`src/rtl/evb_pkg.sv`:
```
package evb_pkg;
  // Upper bound on group width carried by the strobe struct.
  localparam int MAX_LANES  = 8;
  localparam int LANE_IDX_W = $clog2(MAX_LANES);
  localparam int LANE_CNT_W = LANE_IDX_W + 1;

  // Strobes from the control scan to the datapath.
  typedef struct packed {
    logic [MAX_LANES-1:0]  fwdMask;
    logic                  misHit;
    logic [LANE_IDX_W-1:0] misLane;
    logic                  errHit;
    logic [LANE_CNT_W-1:0] squashedInc;
    logic [LANE_CNT_W-1:0] resolvedInc;
    logic [LANE_CNT_W-1:0] errInc;
  } evb_strobe_t;
endpackage

```
`src/rtl/evb_ctrl.sv`:
```
module evb_ctrl
  import evb_pkg::*;
#(
  parameter int DECODE_W = 4
) (
  input  logic                clk,
  input  logic                rst,
  input  logic                grpValid,
  input  logic [DECODE_W-1:0] squashed,
  input  logic [DECODE_W-1:0] predTaken,
  input  logic [DECODE_W-1:0] isCtrl,
  input  logic [DECODE_W-1:0] isDirect,
  input  logic [DECODE_W-1:0] isUncond,
  input  logic [DECODE_W-1:0] tgtDiffer,
  output evb_strobe_t         strb
);

  // In-order scan; stops after the first target mismatch.
  always_comb begin
    logic stopped;
    strb    = '0;
    stopped = 1'b0;
    for (int i = 0; i < DECODE_W; i++) begin
      if (grpValid && !stopped) begin
        if (squashed[i]) begin
          strb.squashedInc = strb.squashedInc + LANE_CNT_W'(1);
        end else begin
          strb.fwdMask[i] = 1'b1;
          if (predTaken[i] && !isCtrl[i]) begin
            strb.errHit = 1'b1;
            strb.errInc = strb.errInc + LANE_CNT_W'(1);
          end
          if (isCtrl[i] && isDirect[i] && isUncond[i]) begin
            strb.resolvedInc = strb.resolvedInc + LANE_CNT_W'(1);
            if (tgtDiffer[i]) begin
              strb.misHit  = 1'b1;
              strb.misLane = LANE_IDX_W'(i);
              stopped      = 1'b1;
            end
          end
        end
      end
    end
  end

  // a squashed lane is never forwarded
  a_r2_no_squashed_fwd: assert property (@(posedge clk) disable iff (rst)
    (strb.fwdMask[DECODE_W-1:0] & squashed) == '0);

  // nothing past the faulting lane is forwarded
  a_r5_cut_after_miss: assert property (@(posedge clk) disable iff (rst)
    strb.misHit |-> ((strb.fwdMask >> strb.misLane) >> 1) == '0);

endmodule

```
`src/rtl/evb_dp.sv`:
```
module evb_dp
  import evb_pkg::*;
#(
  parameter int DECODE_W = 4,
  parameter int SEQ_W    = 16,
  parameter int ADDR_W   = 32,
  parameter int SRC_W    = 3,
  parameter int TID_W    = 1,
  parameter int CNT_W    = 16,
  localparam int SLOT_W  = $clog2(DECODE_W)
) (
  input  logic                       clk,
  input  logic                       rst,
  input  logic                       grpValid,
  input  logic [DECODE_W*SEQ_W-1:0]  inSeq,
  input  logic [DECODE_W*TID_W-1:0]  inTid,
  input  logic [DECODE_W*ADDR_W-1:0] inPredTgt,
  input  logic [DECODE_W*ADDR_W-1:0] inCompTgt,
  input  logic [DECODE_W*SRC_W-1:0]  inSrcCnt,
  input  evb_strobe_t                strb,
  output logic [DECODE_W-1:0]        tgtDiffer,
  output logic                       outValid,
  output logic [SLOT_W:0]            outCnt,
  output logic [DECODE_W*SEQ_W-1:0]  outSeq,
  output logic [DECODE_W*TID_W-1:0]  outTid,
  output logic [DECODE_W*ADDR_W-1:0] outTgt,
  output logic [DECODE_W-1:0]        outCanIssue,
  output logic                       redirValid,
  output logic                       redirMispred,
  output logic                       redirPredBad,
  output logic                       redirSquash,
  output logic [SEQ_W-1:0]           redirDoneSeq,
  output logic [ADDR_W-1:0]          redirNextPc,
  output logic                       redirTaken,
  output logic [TID_W-1:0]           redirTid,
  output logic [DECODE_W-1:0]        redirKill,
  output logic                       errOut,
  output logic [CNT_W-1:0]           cntDecoded,
  output logic [CNT_W-1:0]           cntSquashed,
  output logic [CNT_W-1:0]           cntResolved,
  output logic [CNT_W-1:0]           cntMispred,
  output logic [CNT_W-1:0]           cntCtrlMispred
);

  logic [SEQ_W-1:0]  laneSeq  [DECODE_W];
  logic [TID_W-1:0]  laneTid  [DECODE_W];
  logic [ADDR_W-1:0] lanePred [DECODE_W];
  logic [ADDR_W-1:0] laneComp [DECODE_W];
  logic [SRC_W-1:0]  laneSrc  [DECODE_W];

  logic [SEQ_W-1:0]  slotSeq  [DECODE_W];
  logic [TID_W-1:0]  slotTid  [DECODE_W];
  logic [ADDR_W-1:0] slotTgt  [DECODE_W];
  logic [DECODE_W-1:0] slotIss;

  logic [SEQ_W-1:0]  nSeq [DECODE_W];
  logic [TID_W-1:0]  nTid [DECODE_W];
  logic [ADDR_W-1:0] nTgt [DECODE_W];
  logic [DECODE_W-1:0] nIss;
  logic [SLOT_W:0]     nCnt;
  logic [DECODE_W-1:0] nKill;
  logic [SLOT_W-1:0]   misIdx;

  assign misIdx = strb.misLane[SLOT_W-1:0];

  for (genvar g = 0; g < DECODE_W; g++) begin : g_lane
    assign laneSeq[g]  = inSeq[g*SEQ_W +: SEQ_W];
    assign laneTid[g]  = inTid[g*TID_W +: TID_W];
    assign lanePred[g] = inPredTgt[g*ADDR_W +: ADDR_W];
    assign laneComp[g] = inCompTgt[g*ADDR_W +: ADDR_W];
    assign laneSrc[g]  = inSrcCnt[g*SRC_W +: SRC_W];
    assign tgtDiffer[g] = lanePred[g] != laneComp[g];
    assign outSeq[g*SEQ_W +: SEQ_W]    = slotSeq[g];
    assign outTid[g*TID_W +: TID_W]    = slotTid[g];
    assign outTgt[g*ADDR_W +: ADDR_W]  = slotTgt[g];
    // Younger same-thread lanes get killed by the redirect.
    assign nKill[g] = strb.misHit && (laneTid[g] == laneTid[misIdx]) &&
                      (laneSeq[g] > laneSeq[misIdx]);
  end
  assign outCanIssue = slotIss;

  // Pack forwarded lanes into the low slots.
  always_comb begin
    nCnt = '0;
    nIss = '0;
    for (int s = 0; s < DECODE_W; s++) begin
      nSeq[s] = '0;
      nTid[s] = '0;
      nTgt[s] = '0;
    end
    for (int i = 0; i < DECODE_W; i++) begin
      if (strb.fwdMask[i]) begin
        nSeq[nCnt[SLOT_W-1:0]] = laneSeq[i];
        nTid[nCnt[SLOT_W-1:0]] = laneTid[i];
        nTgt[nCnt[SLOT_W-1:0]] = (strb.misHit && (misIdx == SLOT_W'(i))) ?
                                 laneComp[i] : lanePred[i];
        nIss[nCnt[SLOT_W-1:0]] = laneSrc[i] == '0;
        nCnt = nCnt + 1'b1;
      end
    end
  end

  always_ff @(posedge clk) begin
    if (rst) begin
      outValid       <= 1'b0;
      outCnt         <= '0;
      slotIss        <= '0;
      redirValid     <= 1'b0;
      redirMispred   <= 1'b0;
      redirPredBad   <= 1'b0;
      redirSquash    <= 1'b0;
      redirDoneSeq   <= '0;
      redirNextPc    <= '0;
      redirTaken     <= 1'b0;
      redirTid       <= '0;
      redirKill      <= '0;
      errOut         <= 1'b0;
      cntDecoded     <= '0;
      cntSquashed    <= '0;
      cntResolved    <= '0;
      cntMispred     <= '0;
      cntCtrlMispred <= '0;
      for (int s = 0; s < DECODE_W; s++) begin
        slotSeq[s] <= '0;
        slotTid[s] <= '0;
        slotTgt[s] <= '0;
      end
    end else begin
      outValid <= grpValid;
      outCnt   <= nCnt;
      slotIss  <= nIss;
      for (int s = 0; s < DECODE_W; s++) begin
        slotSeq[s] <= nSeq[s];
        slotTid[s] <= nTid[s];
        slotTgt[s] <= nTgt[s];
      end
      redirValid   <= strb.misHit;
      redirMispred <= strb.misHit;
      redirPredBad <= strb.misHit;
      redirSquash  <= strb.misHit;
      redirTaken   <= strb.misHit;
      redirDoneSeq <= strb.misHit ? laneSeq[misIdx]  : '0;
      redirNextPc  <= strb.misHit ? laneComp[misIdx] : '0;
      redirTid     <= strb.misHit ? laneTid[misIdx]  : '0;
      redirKill    <= nKill;
      errOut       <= strb.errHit;
      cntDecoded     <= cntDecoded + CNT_W'(nCnt);
      cntSquashed    <= cntSquashed + CNT_W'(strb.squashedInc);
      cntResolved    <= cntResolved + CNT_W'(strb.resolvedInc);
      cntMispred     <= cntMispred + CNT_W'(strb.misHit);
      cntCtrlMispred <= cntCtrlMispred + CNT_W'(strb.errInc);
    end
  end

  // the last filled slot holds the corrected branch target
  a_r5_last_slot_target: assert property (@(posedge clk) disable iff (rst)
    redirValid |-> (outCnt != '0) &&
                   (slotTgt[SLOT_W'(outCnt - 1'b1)] == redirNextPc));

  // the done point names the last forwarded entry
  a_r6_done_seq_slot: assert property (@(posedge clk) disable iff (rst)
    redirValid |-> slotSeq[SLOT_W'(outCnt - 1'b1)] == redirDoneSeq);

  // no group means no slots, redirect or error
  a_r10_idle_quiet: assert property (@(posedge clk) disable iff (rst)
    !outValid |-> (outCnt == '0) && !redirValid && !errOut);

  // decoded counter steps by the slot count
  a_r9_decoded_step: assert property (@(posedge clk) disable iff (rst)
    !$past(rst) |-> cntDecoded == $past(cntDecoded) + CNT_W'(outCnt));

endmodule

```
`src/rtl/early_br_verify.sv`:
```
module early_br_verify
  import evb_pkg::*;
#(
  parameter int DECODE_W = 4,
  parameter int SEQ_W    = 16,
  parameter int ADDR_W   = 32,
  parameter int SRC_W    = 3,
  parameter int TID_W    = 1,
  parameter int CNT_W    = 16,
  localparam int SLOT_W  = $clog2(DECODE_W)
) (
  input  logic                       clk,
  input  logic                       rst,
  input  logic                       grpValid,
  input  logic [DECODE_W*SEQ_W-1:0]  inSeq,
  input  logic [DECODE_W*TID_W-1:0]  inTid,
  input  logic [DECODE_W-1:0]        inPredTaken,
  input  logic [DECODE_W*ADDR_W-1:0] inPredTgt,
  input  logic [DECODE_W*ADDR_W-1:0] inCompTgt,
  input  logic [DECODE_W-1:0]        inIsCtrl,
  input  logic [DECODE_W-1:0]        inIsDirect,
  input  logic [DECODE_W-1:0]        inIsUncond,
  input  logic [DECODE_W-1:0]        inSquashed,
  input  logic [DECODE_W*SRC_W-1:0]  inSrcCnt,
  output logic                       outValid,
  output logic [SLOT_W:0]            outCnt,
  output logic [DECODE_W*SEQ_W-1:0]  outSeq,
  output logic [DECODE_W*TID_W-1:0]  outTid,
  output logic [DECODE_W*ADDR_W-1:0] outTgt,
  output logic [DECODE_W-1:0]        outCanIssue,
  output logic                       redirValid,
  output logic                       redirMispred,
  output logic                       redirPredBad,
  output logic                       redirSquash,
  output logic [SEQ_W-1:0]           redirDoneSeq,
  output logic [ADDR_W-1:0]          redirNextPc,
  output logic                       redirTaken,
  output logic [TID_W-1:0]           redirTid,
  output logic [DECODE_W-1:0]        redirKill,
  output logic                       errOut,
  output logic [CNT_W-1:0]           cntDecoded,
  output logic [CNT_W-1:0]           cntSquashed,
  output logic [CNT_W-1:0]           cntResolved,
  output logic [CNT_W-1:0]           cntMispred,
  output logic [CNT_W-1:0]           cntCtrlMispred
);

  // DECODE_W must lie in 2..MAX_LANES.
  evb_strobe_t         strb;
  logic [DECODE_W-1:0] tgtDiffer;

  evb_ctrl #(.DECODE_W(DECODE_W)) u_ctrl (
    .clk       (clk),
    .rst       (rst),
    .grpValid  (grpValid),
    .squashed  (inSquashed),
    .predTaken (inPredTaken),
    .isCtrl    (inIsCtrl),
    .isDirect  (inIsDirect),
    .isUncond  (inIsUncond),
    .tgtDiffer (tgtDiffer),
    .strb      (strb)
  );

  evb_dp #(
    .DECODE_W(DECODE_W), .SEQ_W(SEQ_W), .ADDR_W(ADDR_W),
    .SRC_W(SRC_W), .TID_W(TID_W), .CNT_W(CNT_W)
  ) u_dp (
    .clk            (clk),
    .rst            (rst),
    .grpValid       (grpValid),
    .inSeq          (inSeq),
    .inTid          (inTid),
    .inPredTgt      (inPredTgt),
    .inCompTgt      (inCompTgt),
    .inSrcCnt       (inSrcCnt),
    .strb           (strb),
    .tgtDiffer      (tgtDiffer),
    .outValid       (outValid),
    .outCnt         (outCnt),
    .outSeq         (outSeq),
    .outTid         (outTid),
    .outTgt         (outTgt),
    .outCanIssue    (outCanIssue),
    .redirValid     (redirValid),
    .redirMispred   (redirMispred),
    .redirPredBad   (redirPredBad),
    .redirSquash    (redirSquash),
    .redirDoneSeq   (redirDoneSeq),
    .redirNextPc    (redirNextPc),
    .redirTaken     (redirTaken),
    .redirTid       (redirTid),
    .redirKill      (redirKill),
    .errOut         (errOut),
    .cntDecoded     (cntDecoded),
    .cntSquashed    (cntSquashed),
    .cntResolved    (cntResolved),
    .cntMispred     (cntMispred),
    .cntCtrlMispred (cntCtrlMispred)
  );

endmodule

```
`config.mk`:
```
export PLATFORM = sky130hd
export DESIGN_NAME = early_br_verify
export DESIGN_NICKNAME = d
export VERILOG_FILES = /design/src/rtl/evb_pkg.sv /design/src/rtl/evb_ctrl.sv /design/src/rtl/evb_dp.sv /design/src/rtl/early_br_verify.sv
export SDC_FILE = /design/constraint.sdc
export NUM_CORES = 1
export LEC_CHECK = 0
export BUFFER_PORTS_ARGS = -buffer_cell sky130_fd_sc_hd__buf_2
export CAP_MARGIN = 40
export CORE_AREA = 4 4 271 273
export DETAILED_ROUTE_END_ITERATION = 12
export DIE_AREA = 0 0 275 277
export PLACE_DENSITY = 0.58
export SLEW_MARGIN = 0
export SYNTH_ARGS = -nofsm -noshare
export SYNTH_HDL_FRONTEND = slang
export SYNTH_HIERARCHICAL = 1
export SYNTH_SLANG_ARGS = --single-unit
```
`constraint.sdc`:
```
create_clock -name clk -period 7.9 [get_ports clk]
set_input_delay 1.58 -clock clk [delete_from_list [all_inputs] [get_ports clk]]
set_output_delay 1.58 -clock clk [all_outputs]
set_load 0.005 [all_outputs]
```
**Word-level counts from Yosys, hierarchy flattened**

Memory sizes are Yosys's and may differ from the RTL's.
Index checks and enable logic that the tools add are counted.

- Flip-flop bits (word level): 143
- Memory bits (writable): 196
- Bits of input ports: 359
- Output and inout bits: 343
- Word-level logic and storage cells: 263
- Memories: 3

- Add/sub/neg operators: 17
- Magnitude comparators: 17
- Eq/ne operators: 11
- Mux-type cells: 138
- Bitwise operators: 17
- Reductions and logical operators: 46

Memory list:

| memory | depth | width | rd ports | clocked after Yosys merged registers in | write ports | RTL line | source |
|---|---|---|---|---|---|---|---|
| u_dp.slotTgt | 4 | 32 | 4 | 0 | 4 | evb_dp.sv:53 | `logic [ADDR_W-1:0] slotTgt [DECODE_W];` |
| u_dp.slotSeq | 4 | 16 | 4 | 0 | 4 | evb_dp.sv:51 | `logic [SEQ_W-1:0] slotSeq [DECODE_W];` |
| u_dp.slotTid | 4 | 1 | 4 | 0 | 4 | evb_dp.sv:52 | `logic [TID_W-1:0] slotTid [DECODE_W];` |

Operator list:

| cell | number |
|---|---|
| two-way mux 32 bit | 14 |
| bitwise mux 128 bit | 3 |
| two-way mux 128 bit | 3 |
| bitwise mux 64 bit | 3 |
| demux 32 bit (select 2 bit) | 3 |
| two-way mux 64 bit | 3 |
| two-way mux 16 bit | 10 |
| != test 32 bit | 4 |
| demux 16 bit (select 2 bit) | 3 |
| two-way mux 4 bit | 23 |
| binary-select mux 32 bit (select 2 bit) | 1 |
| > comparator 16 bit | 4 |
| two-way mux 17 bit | 3 |
| adder 16 x 4 -> 16 bit | 3 |
| two-way mux 1 bit | 43 |
| adder 4 x 1 -> 4 bit (second input constant) | 9 |
| logical AND 1 bit | 33 |
| binary-select mux 16 bit (select 2 bit) | 1 |
| two-way mux 8 bit | 4 |
| bitwise mux 4 bit | 6 |
| two-way mux 18 bit | 1 |
| adder 16 x 1 -> 16 bit | 1 |
| adder 16 x 3 -> 16 bit | 1 |
| two-way mux 5 bit | 3 |
| other kinds (23) | 64 |

**Depth between registers and ports, before layout**

Gate-level depths: netlist of the first run.

- Depth in word-level cells: 28
- Gate-level depth with buffers: 24
- Gate-level depth less buffers: 21

**By module**

The synthesis of the first run kept the hierarchy.

By module, submodules not included:

| module | times used | cells each | area an instance (um^2) | sequential area each (um^2) |
|---|---|---|---|---|
| evb_dp | 1 | 1988 | 18541.5 | 6786.5 |
| evb_ctrl | 1 | 115 | 883.3 | 0.0 |

**Worst setup path after synthesis of the first run**

OpenSTA, ideal clock, no wires.

- Path kind: in2reg
- From: input inPredTgt[3]
- To: register u_dp.cntDecoded[8]
- Library setup time: 0.128 ns
- Arrival time: 5.419 ns
- Data required time: 7.772 ns
- Setup slack: 2.353 ns
- Stages: 23
- Path buffers: 2
- Path through: xnor2_1 -> nand4_1 -> nor4_1 -> nand2_1 -> a21o_4 -> nor2_2 -> inv_1 -> ha_1 -> nand2_1 -> o21ai_0 -> inv_1 -> ha_1 -> and2_1 -> buf_2 -> buf_1 -> nand2_1 -> nand2_1 -> ha_1 -> a21o_1 -> and3_1 -> and4_1 -> xnor2_1 -> nor2_1

RTL lines:

| item | RTL line | source |
|---|---|---|
| start: declaration | early_br_verify.sv:18 | `input logic [DECODE_W*ADDR_W-1:0] inPredTgt,` |
| end signal: assignment | evb_dp.sv:147 | `cntDecoded <= cntDecoded + CNT_W'(nCnt);` |
| end: declaration | evb_dp.sv:38 | `output logic [CNT_W-1:0] cntDecoded,` |

==> out/qor.csv, run 1 <==
metric;value;unit
cts_resized;0;
drtAntennaViolNets;0;
grt_pass1_wl;142000;microns
rows;98;
switching_share;0.299;
p_int;3.22;mW
hold_viol_final;0;
clkPwrFrac;0.414;
vias;20000;
clk_pin_slew_worst_paths;0.06;ns
leakage;11.5;nW
grt_max_degree;80;
overflow;0;
track_usage;0.255;
ir_drop;0.145;mV
drive_gt1_frac;0.325;
numCtsBuffers;42;
dp_hpwl;78900;microns
critPathRequiredTime;8.31;ns
r2r_start;u_dp/cntResolved[0]$_SDFF_PP0_;
synth_area_per_cell;9.24;sq um
ios;702;
critPathLaunchType;input pin;
worst_slew_pin_slew;0.920;ns
worstPathMaxFanout;16;
cts_buffer_depth;3;
fin_nets;3208;
tns;0;ns
syn2layout_area_growth;30.4;%
yosys_warnings;6;
cp_data_arrival_time;7.39;ns
cts_tree;built;
period_share;0.883;
fillCellCount;7500;
fp.dieH;277;microns
place_ws;0.492;ns
core;71100;sq um
cap_violations;0;
grt_setup_unrepaired;false;
cts.sinks;339;
fp.dieW;275;microns
start_util;0.273;
rrSetupSlack;5.69;ns
portBuffers;701;
holdPathEnd;u_dp/cntSquashed[15]$_SDFF_PP0_;
holdBufCountCts;0;
syn_inst;2097;
vias_per_cell;5.36;
first_pass_iters;6;
setup_viol;0;
hp-start;u_dp/cntSquashed[15]$_SDFF_PP0_;
h-tree-depth;2;
outcome;complete, no violations;
post_cts_buffers;0;
drv_slew;0;
drc_errors;0;
fmax;0.143;GHz
gp_congestion;0.982;
slew_headroom;0.382;
grt_pass1_vias;19800;
routedWlPerCell;27.3;microns
reg2reg_to;u_dp/cntResolved[10]$_SDFF_PP0_;
min_path_cells;2;
cp-end-kind;flop;
worstSetupStartpoint;inCompTgt[29];
cts_root_buf;clkbuf_16;
power_frac_comb;0.196;
setup.worst_path.class;in -> reg;
rr_worst_depth;8;
drt_wl_total;102000;microns
clock_skew;0.0214;ns
synthesis.area;19400;sq um
layout_min_cycle_time;6.98;ns
dieArea;76200;sq um
clk_latency;0.57;ns
antenna_found_initial;19;
layout_setup_ws;0.921;ns
synth_fp_nets;2557;
hold_path_class;reg -> reg;
p_sw;1.38;mW
power_density;182;nW/um^2
drt_iter0_markers;1904;
p_seq_frac;0.390;
==> per-stage QoR <==
stage	total power [mW]	std cells	utilization	hold slack [ns]	instance area (sq um)
after floorplan	2.25	2097	-	0.502	19400
after global placement	2.70	3648	0.335	0.489	23800
after detailed placement	2.71	3654	0.336	0.498	23900
after CTS	4.63	3724	0.355	0.523	25200
after global routing	4.77	3733	0.355	0.553	25300
final	4.60	3736	0.355	0.525	25300
==> registers in the layout, summed over array words and instances, names as in the netlist, 3 cells and up <==
signal / flops
u_dp/slotTgt: 128
u_dp/redirKill: 4
u_dp/slotSeq: 64
u_dp/outCanIssue: 4
u_dp/redirDoneSeq: 16
u_dp/slotTid: 4
u_dp/cntResolved: 16
u_dp/redirNextPc: 32
u_dp/cntCtrlMispred: 16
u_dp/outCnt: 3
u_dp/cntSquashed: 16
u_dp/cntMispred: 16
u_dp/cntDecoded: 16
==> critical path: stages <==
cell	delay (ns)
buf_2	0.15
xnor2_1	0.68
nand4_1	0.18
nor4_1	0.49
nand2_1	0.35
a21o_4	0.37
nor2_2	0.24
buf_4	0.21
inv_1	0.07
ha_1	0.49
nand2_1	0.20
o21ai_0	0.22
inv_1	0.14
ha_1	0.23
nand2_1	0.05
o21ai_0	0.33
fa_1	0.55
a21o_1	0.19
and3_1	0.24
and4_1	0.23
xnor2_1	0.13
nor2_1	0.05
==> metal layers <==
layer / wire length, microns / track usage
met4: 4120 / 0.0930
met2: 47100 / 0.417
met3: 11500 / 0.0853
met1: 39200 / 0.311
met5: 67 / 0
==> area by class of cell <==
class / instances / area, sq um / area share
inverters: 54 / 203 / 0.00802
clock buffers: 60 / 1230 / 0.0488
clock inverters: 10 / 92.6 / 0.00366
well taps: 950 / 1190 / 0.0470
repair buffers: 750 / 3950 / 0.156
diodes: 12 / 30.0 / 0.00119
flip-flops and latches: 339 / 6790 / 0.269
multi-input cells: 1561 / 11800 / 0.466
==> power groups by stage <==
stage | clock network [mW] | registers [mW] | logic (mW)
detailed placement | 0 | 1.83 | 0.881
global placement | 0 | 1.83 | 0.873
global route | 2.01 | 1.80 | 0.961
floorplan | 0 | 1.83 | 0.419
CTS | 1.95 | 1.79 | 0.886
finish | 1.90 | 1.79 | 0.900
==> cells in the final DEF (no fill, tap or decap), types with 5 or more instances in the layout <==
master     instances
nand2_1          107
nor2_1           284
xnor2_1          165
mux2i_1          130
nand2_2            5
a221oi_1          21
clkbuf_1          10
diode_2           12
a211oi_1          43
clkbuf_8           6
mux2_2             5
nor3_1            43
ha_1              97
a21o_1             8
and3_1             9
o221ai_1          34
a222oi_1          14
buf_4             43
o22a_1            64
nor2b_1           17
o21ai_0           18
o22ai_1           65
dfxtp_1          339
and2_1            43
clkbuf_16         45
mux4_2            49
nand3_1           38
nand4_1           57
inv_1             53
a21oi_1           70
xor2_1            44
and4_1             5
nor4_1            11
o211ai_1           9
buf_2            700
a22oi_1           38
==> worst max-delay path by stage <==
stage          slack (ns)                             end
2_1_floorplan        2.35   u_dp/cntDecoded[8]$_SDFF_PP0_
3_3_place_gp         0.16   u_dp/cntDecoded[8]$_SDFF_PP0_
3_5_place_dp         0.49   u_dp/cntDecoded[8]$_SDFF_PP0_
4_1_cts              1.08   u_dp/cntDecoded[8]$_SDFF_PP0_
5_1_grt              0.73  u_dp/cntDecoded[15]$_SDFF_PP0_
6_report             0.92   u_dp/cntDecoded[8]$_SDFF_PP0_
(Power assumes the default switching activity.)
==> run 2: changes to the inputs <==
==> constraint.sdc (replaced) <==
create_clock -name clk -period 7.9 [get_ports clk]
set_input_delay 0.395 -clock clk [delete_from_list [all_inputs] [get_ports clk]]
set_output_delay 0.395 -clock clk [all_outputs]
set_load 0.005 [all_outputs]
==> run 2 against run 1 <==
Against the previous run:
- via count shrank 0.65%
- utilization up 0.088 points
- combinational power is 0.8% lower
- power grew 3.4%
- sequential share of layout area fell by 0.066 points
- design area up 0.25%
- final cell count barely moved
- clock power grew 9%
- first-iteration DRC count increased by 10%
- sequential cell count unchanged
- routed wire length is 0.80% lower
==> out/qor.csv, run 2 (synthesis results as in run 1) <==
metric;value;unit;change
outcome;complete, no violations;;
fin_nets;3200;;-0.25%
min_path_cells;2;;unchanged
cap_violations;0;;unchanged
cts_resized;0;;unchanged
place_ws;2.06;ns;+1.57 ns
dp_hpwl;78100;microns;-1.1%
cts_root_buf;clkbuf_16;;
critPathRequiredTime;8.30;ns;about the same
hold_path_class;in -> reg;;
slew_headroom;0.333;;-0.0499
rr_worst_depth;8;;unchanged
clock_skew;0.0193;ns;-0.00210 ns
cp-end-kind;flop;;
wl_met2;46700;microns;-0.92%
track_usage;0.252;;-0.00267
grt_pass1_vias;19500;;-1.6%
vias_per_cell;5.33;;-0.62%
holdBufCountCts;0;;unchanged
worstPathMaxFanout;33;;+17
met1_length;39300;microns;+0.26%
post_cts_buffers;0;;unchanged
setup_viol;0;;unchanged
routedWlPerCell;27.1;microns;-0.77%
tns;0;ns;unchanged
rrSetupSlack;5.62;ns;-0.07 ns
period_share;0.666;;-0.217
drv_slew;0;;unchanged
reg_top3;u_dp/slotTgt x128, u_dp/slotSeq x64, u_dp/redirNextPc x32;;
worst_slew_pin_slew;1.00;ns;+0.0814 ns
h-tree-depth;2;;unchanged
largest_register_ffs;128;;unchanged
clk_pin_slew_worst_paths;0.06;ns;about the same
rows;98;;unchanged
drive_gt1_frac;0.326;;+0.000478
hp-start;grpValid;;
syn2layout_area_growth;30.7;%;
mostFrequentLayoutCell;buf_2;;
fp.dieW;275;microns;unchanged
leakage;11.5;nW;+0.14%
drtAntennaViolNets;0;;unchanged
first_pass_iters;7;;+1
hold_viol_final;0;;unchanged
start_util;0.273;;unchanged
cts_buffer_depth;3;;unchanged
overflow;0;;unchanged
r2r_start;u_dp/cntCtrlMispred[0]$_SDFF_PP0_;;
clk_latency;0.57;ns;about the same
final_cell_mix;buf_2, dfxtp_1, nor2_1;;
grt_max_degree;169;;+110%
fmax;0.190;GHz;+33%
critPathLaunchType;input pin;;
fp.dieH;277;microns;unchanged
drt_wl_total;101000;microns;-0.80%
place_area;23800;sq um;-0.37%
grt_setup_unrepaired;false;;
drc_errors;0;;unchanged
multi_input_area;11800;sq um;unchanged
numCtsBuffers;42;;unchanged
wl_met3;11100;microns;-3.2%
setup.worst_path.class;in -> reg;;
ir_drop;0.156;mV;+7.8%
cts_tree;built;;
dieArea;76200;sq um;unchanged
antenna_found_initial;20;;+1
core;71100;sq um;unchanged
seq_area;6790;sq um;unchanged
ios;702;;unchanged
layout_min_cycle_time;5.26;ns;-1.72 ns
largest-register;u_dp/slotTgt;;
gp_congestion;0.963;;-2.0%
cp_data_arrival_time;5.67;ns;-1.72 ns
drt_iter0_markers;2102;;+10%
portBuffers;701;;unchanged
grt_pass1_wl;141000;microns;-0.85%
holdPathEnd;u_dp/outValid$_SDFF_PP0_;;
layout_setup_ws;2.64;ns;+1.72 ns
fillCellCount;7453;;-0.63%
final_area;25300;sq um;+0.25%
power_density;188;nW/um^2;+3.1%
cts.sinks;339;;unchanged
vias;19900;;-0.65%
reg2reg_to;u_dp/cntCtrlMispred[12]$_SDFF_PP0_;;
top_layer;met5;;
==> run 2: changes by cell type in the layout (fill, tap and decap cells not counted), sizes merged <==
cell and change:
clkinvlp +2, bufinv +3, clkinv +3, buf -8, inv -1
==> run 2: final cells by class <==
class                   instances  share of cell area
clock inverters                17             0.00820
repair buffers                742               0.153
clock buffers                  60              0.0494
flip-flops and latches        339               0.268
inverters                      54             0.00800
well taps                     950              0.0469
multi-input cells            1561               0.465
diodes                         12             0.00119
==> run 2: worst max path at each step <==
| stage | from | to | slack, ns | cells past startpoint |
|---|---|---|---|---|
| 3_3_place_gp | inCompTgt[27] | u_dp/cntCtrlMispred[14]$_SDFF_PP0_ | 1.88 | 21 |
| 6_report | inCompTgt[36] | u_dp/cntDecoded[8]$_SDFF_PP0_ | 2.64 | 23 |
| 2_1_floorplan | inPredTgt[3] | u_dp/cntDecoded[8]$_SDFF_PP0_ | 3.54 | 23 |
| 5_1_grt | inPredTgt[40] | u_dp/cntDecoded[15]$_SDFF_PP0_ | 2.28 | 23 |
| 3_5_place_dp | inPredTgt[34] | u_dp/cntDecoded[8]$_SDFF_PP0_ | 2.06 | 23 |
| 4_1_cts | inPredTgt[34] | u_dp/cntDecoded[8]$_SDFF_PP0_ | 2.67 | 23 |
==> run 2: report_power, final <==
| group | internal, mW | switching [mW] | total, mW |
|---|---|---|---|
| clock | 1.24 | 0.828 | 2.07 |
| combinational | 0.337 | 0.556 | 0.893 |
| sequential | 1.77 | 0.0255 | 1.79 |
==> run 2: layer usage <==
metal  vias to the layer above  global-route usage
li1                       8927                   -
met1                      9502               0.311
met2                      1202               0.414
met3                       248              0.0789
met4                        12              0.0901
met5                         -                   0
==> run 2: per-stage QoR <==
step / std cells / hold WS (ns) / power (mW) / util
after floorplan: 2097 / 0.502 / 2.25 / -
after global placement: 3640 / 0.489 / 2.70 / 0.334
after detailed placement: 3645 / 0.501 / 2.70 / 0.335
after CTS: 3722 / 0.110 / 4.78 / 0.356
after global routing: 3734 / 0.124 / 4.92 / 0.356
final: 3735 / 0.142 / 4.75 / 0.356
==> run 2: worst max-delay path, stage by stage <==
cell and delay (ns):
buf_2 0.12, xnor2_1 0.58, nand4_1 0.27, nor4_1 0.33, nand2_1 0.21, nand4_4 0.21, or2_0 0.40, nand2_1 0.17
nor2_2 0.38, nand2_1 0.11, o21ai_0 0.20, inv_1 0.13, ha_1 0.25, nand2_2 0.07, buf_4 0.45, nand3_2 0.15
nand2_1 0.10, ha_1 0.27, a21o_1 0.20, and3_1 0.23, and4_1 0.23, xnor2_1 0.13, nor2_1 0.05
==> run 3: changes to the inputs <==
==> constraint.sdc (replaced) <==
create_clock -name clk -period 5.4 [get_ports clk]
set_input_delay 0.27 -clock clk [delete_from_list [all_inputs] [get_ports clk]]
set_output_delay 0.27 -clock clk [all_outputs]
set_load 0.005 [all_outputs]
==> run 3 against run 2 <==
Against the previous run:
- count of clock-buffer cells in the layout decreased by 3
- critical path depth fell by 1
- via count grew 3.0%
- sequential share of layout area down 0.96 points
- register-to-register slack lost 2.4 ns
- design area grew 3.7%
- clock power up 54%
- power up 51%
- critical endpoint is now u_dp/cntCtrlMispred[14]$_SDFF_PP0_
- global-route usage up 0.45 points
- worst hold slack worse by 0.093 ns
- routed wire length up 2.1%
==> out/qor.csv, run 3 (synthesis results as in run 1) <==
metric;value;unit;change
clk_pin_slew_worst_paths;0.06;ns;about the same
power_density;274;nW/um^2;+46%
reg_top3;u_dp/slotTgt x128, u_dp/slotSeq x64, u_dp/redirNextPc x32;;
fmax;0.216;GHz;
largest-register;u_dp/slotTgt;;
grt_pass1_wl;143000;microns;+1.6%
post_cts_buffers;0;;unchanged
final_cell_mix;buf_2, dfxtp_1, nor2_1;;
routedWlPerCell;27.0;microns;-0.40%
h-tree-depth;2;;unchanged
dp_hpwl;80000;microns;+2.5%
worstPathMaxFanout;3;;-91%
multi_input_area;11800;sq um;unchanged
track_usage;0.256;;+0.00445
cts.sinks;339;;unchanged
drive_gt1_frac;0.346;;+0.0204
cts_buffer_depth;3;;unchanged
overflow;0;;unchanged
worst_hold_slack;0.0488;ns;-0.0929 ns
drt_wl_total;103000;microns;+2.1%
setup.worst_path.class;in -> reg;;
antenna_found_initial;20;;unchanged
fin_nets;3294;;+2.9%
place_area;24600;sq um;+3.4%
fin_cells;3827;;+2.5%
cp-end-kind;flop;;
core;71100;sq um;unchanged
start_util;0.273;;unchanged
drt_iter0_markers;2081;;-1.0%
layout_min_cycle_time;4.63;ns;
fp.dieH;277;microns;unchanged
fillCellCount;7402;;-0.68%
grt_pass1_vias;20100;;+3.4%
tns;0;ns;unchanged
syn2layout_area_growth;35.6;%;
cts_root_buf;clkbuf_16;;
setup_viol;0;;unchanged
final_area;26300;sq um;+3.7%
vias;20500;;+3.0%
critPathSlowestCell;a2111oi_0;;
slew_headroom;0.378;;+0.0459
drv_slew;0;;unchanged
cap_violations;0;;unchanged
numCtsBuffers;43;;+2.4%
gp_congestion;0.994;;+3.3%
grt_setup_unrepaired;false;;
fin_util;0.370;;+0.0133
grt_max_degree;101;;-40%
rows;98;;unchanged
clk_latency;0.58;ns;about the same
clock_skew;0.0363;ns;+0.0170 ns
fp.dieW;275;microns;unchanged
first_pass_iters;6;;-1
leakage;12.1;nW;+4.8%
largest_register_ffs;128;;unchanged
ir_drop;0.212;mV;+36%
cp_data_arrival_time;5.04;ns;-0.63 ns
worst_slew_pin_slew;0.927;ns;-0.0738 ns
cp_slowest_stage_delay;0.43;ns;-0.15 ns
outcome;complete, no violations;;
cts_tree;built;;
crit_chain;buf_2, xnor2_1, nand4_1, nor4_1, buf_4, nand2_1, a21o_4, nor2_2, mux2_2, ha_1, nand3_1, a21oi_1, ha_1, mux2_2, inv_1, fa_1, and2b_1, o21ai_2, a2111oi_0, buf_4, xnor2_1, nor2_1;;
critPathLaunchType;input pin;;
ios;702;;unchanged
critPathRequiredTime;5.81;ns;-2.49 ns
place_inst;3732;;+2.4%
hold_viol_final;0;;unchanged
drtAntennaViolNets;0;;unchanged
dieArea;76200;sq um;unchanged
portBuffers;701;;unchanged
cts_resized;0;;unchanged
vias_per_cell;5.35;;+0.54%
drc_errors;0;;unchanged
mostFrequentLayoutCell;buf_2;;
period_share;0.858;;
seq_area;6790;sq um;unchanged
hold_path_class;in -> reg;;
==> run 3: stage by stage <==
stage	power, mW	worst slack (ns)
final	7.19	0.769
after global routing	7.46	0.578
after CTS	7.26	0.904
after detailed placement	4.03	0.320
after global placement	4.03	0.334
after floorplan	3.29	1.16
==> run 3: layout make-up <==
type                    instances  share of cell area
inverters                      54             0.00771
well taps                     950              0.0452
repair buffers                835               0.180
diodes                         10            0.000952
clock inverters                21              0.0123
clock buffers                  57              0.0468
multi-input cells            1561               0.449
flip-flops and latches        339               0.258
==> run 3: worst max-delay path, delay by kind of cell <==
family / cells / cell delay, ns
and+or+nand+nor: 7 / 1.45
muxes: 2 / 0.51
adders and majority gates: 3 / 0.97
buffers and inverters: 4 / 0.51
AOI/OAI and AO/OA: 4 / 0.86
xor gates and xnor gates: 2 / 0.46
==> run 3: report_power, final <==
| group | leakage [nW] | switching, mW | internal (mW) |
|---|---|---|---|
| combinational | 8.55 | 0.835 | 0.547 |
| clock | 0.759 | 1.20 | 1.99 |
| sequential | 2.75 | 0.0369 | 2.58 |
| total | 12.1 | 2.07 | 5.12 |
==> run 3: path summary, 6_finish.rpt <==
| kind | from | to | slack (ns) | cells after the start |
|---|---|---|---|---|
| max | inPredTgt[16] | u_dp/cntCtrlMispred[14]$_SDFF_PP0_ | 0.77 | 22 |
| min | inSeq[54] | u_dp/slotSeq[0][6]$_SDFF_PP0_ | 0.05 | 3 |
| max reg2reg | u_dp/cntCtrlMispred[0]$_SDFF_PP0_ | u_dp/cntCtrlMispred[14]$_SDFF_PP0_ | 3.21 | 9 |
| min reg2reg | u_dp/cntCtrlMispred[15]$_SDFF_PP0_ | u_dp/cntCtrlMispred[15]$_SDFF_PP0_ | 0.52 | 2 |
==> run 3: repair_timing <==
| item | 4_1_cts | 5_1_grt |
|---|---|---|
| hold buffers | 7 | 0 |
| endpoints found under the hold margin | 9 | 0 |
| setup endpoints to repair | 0 | 0 |
==> run 3: routing by layer <==
metal	GRT usage	routed length, microns
met5	0	58
met4	0.0968	4190
met3	0.0771	11300
met2	0.417	47400
met1	0.320	40300
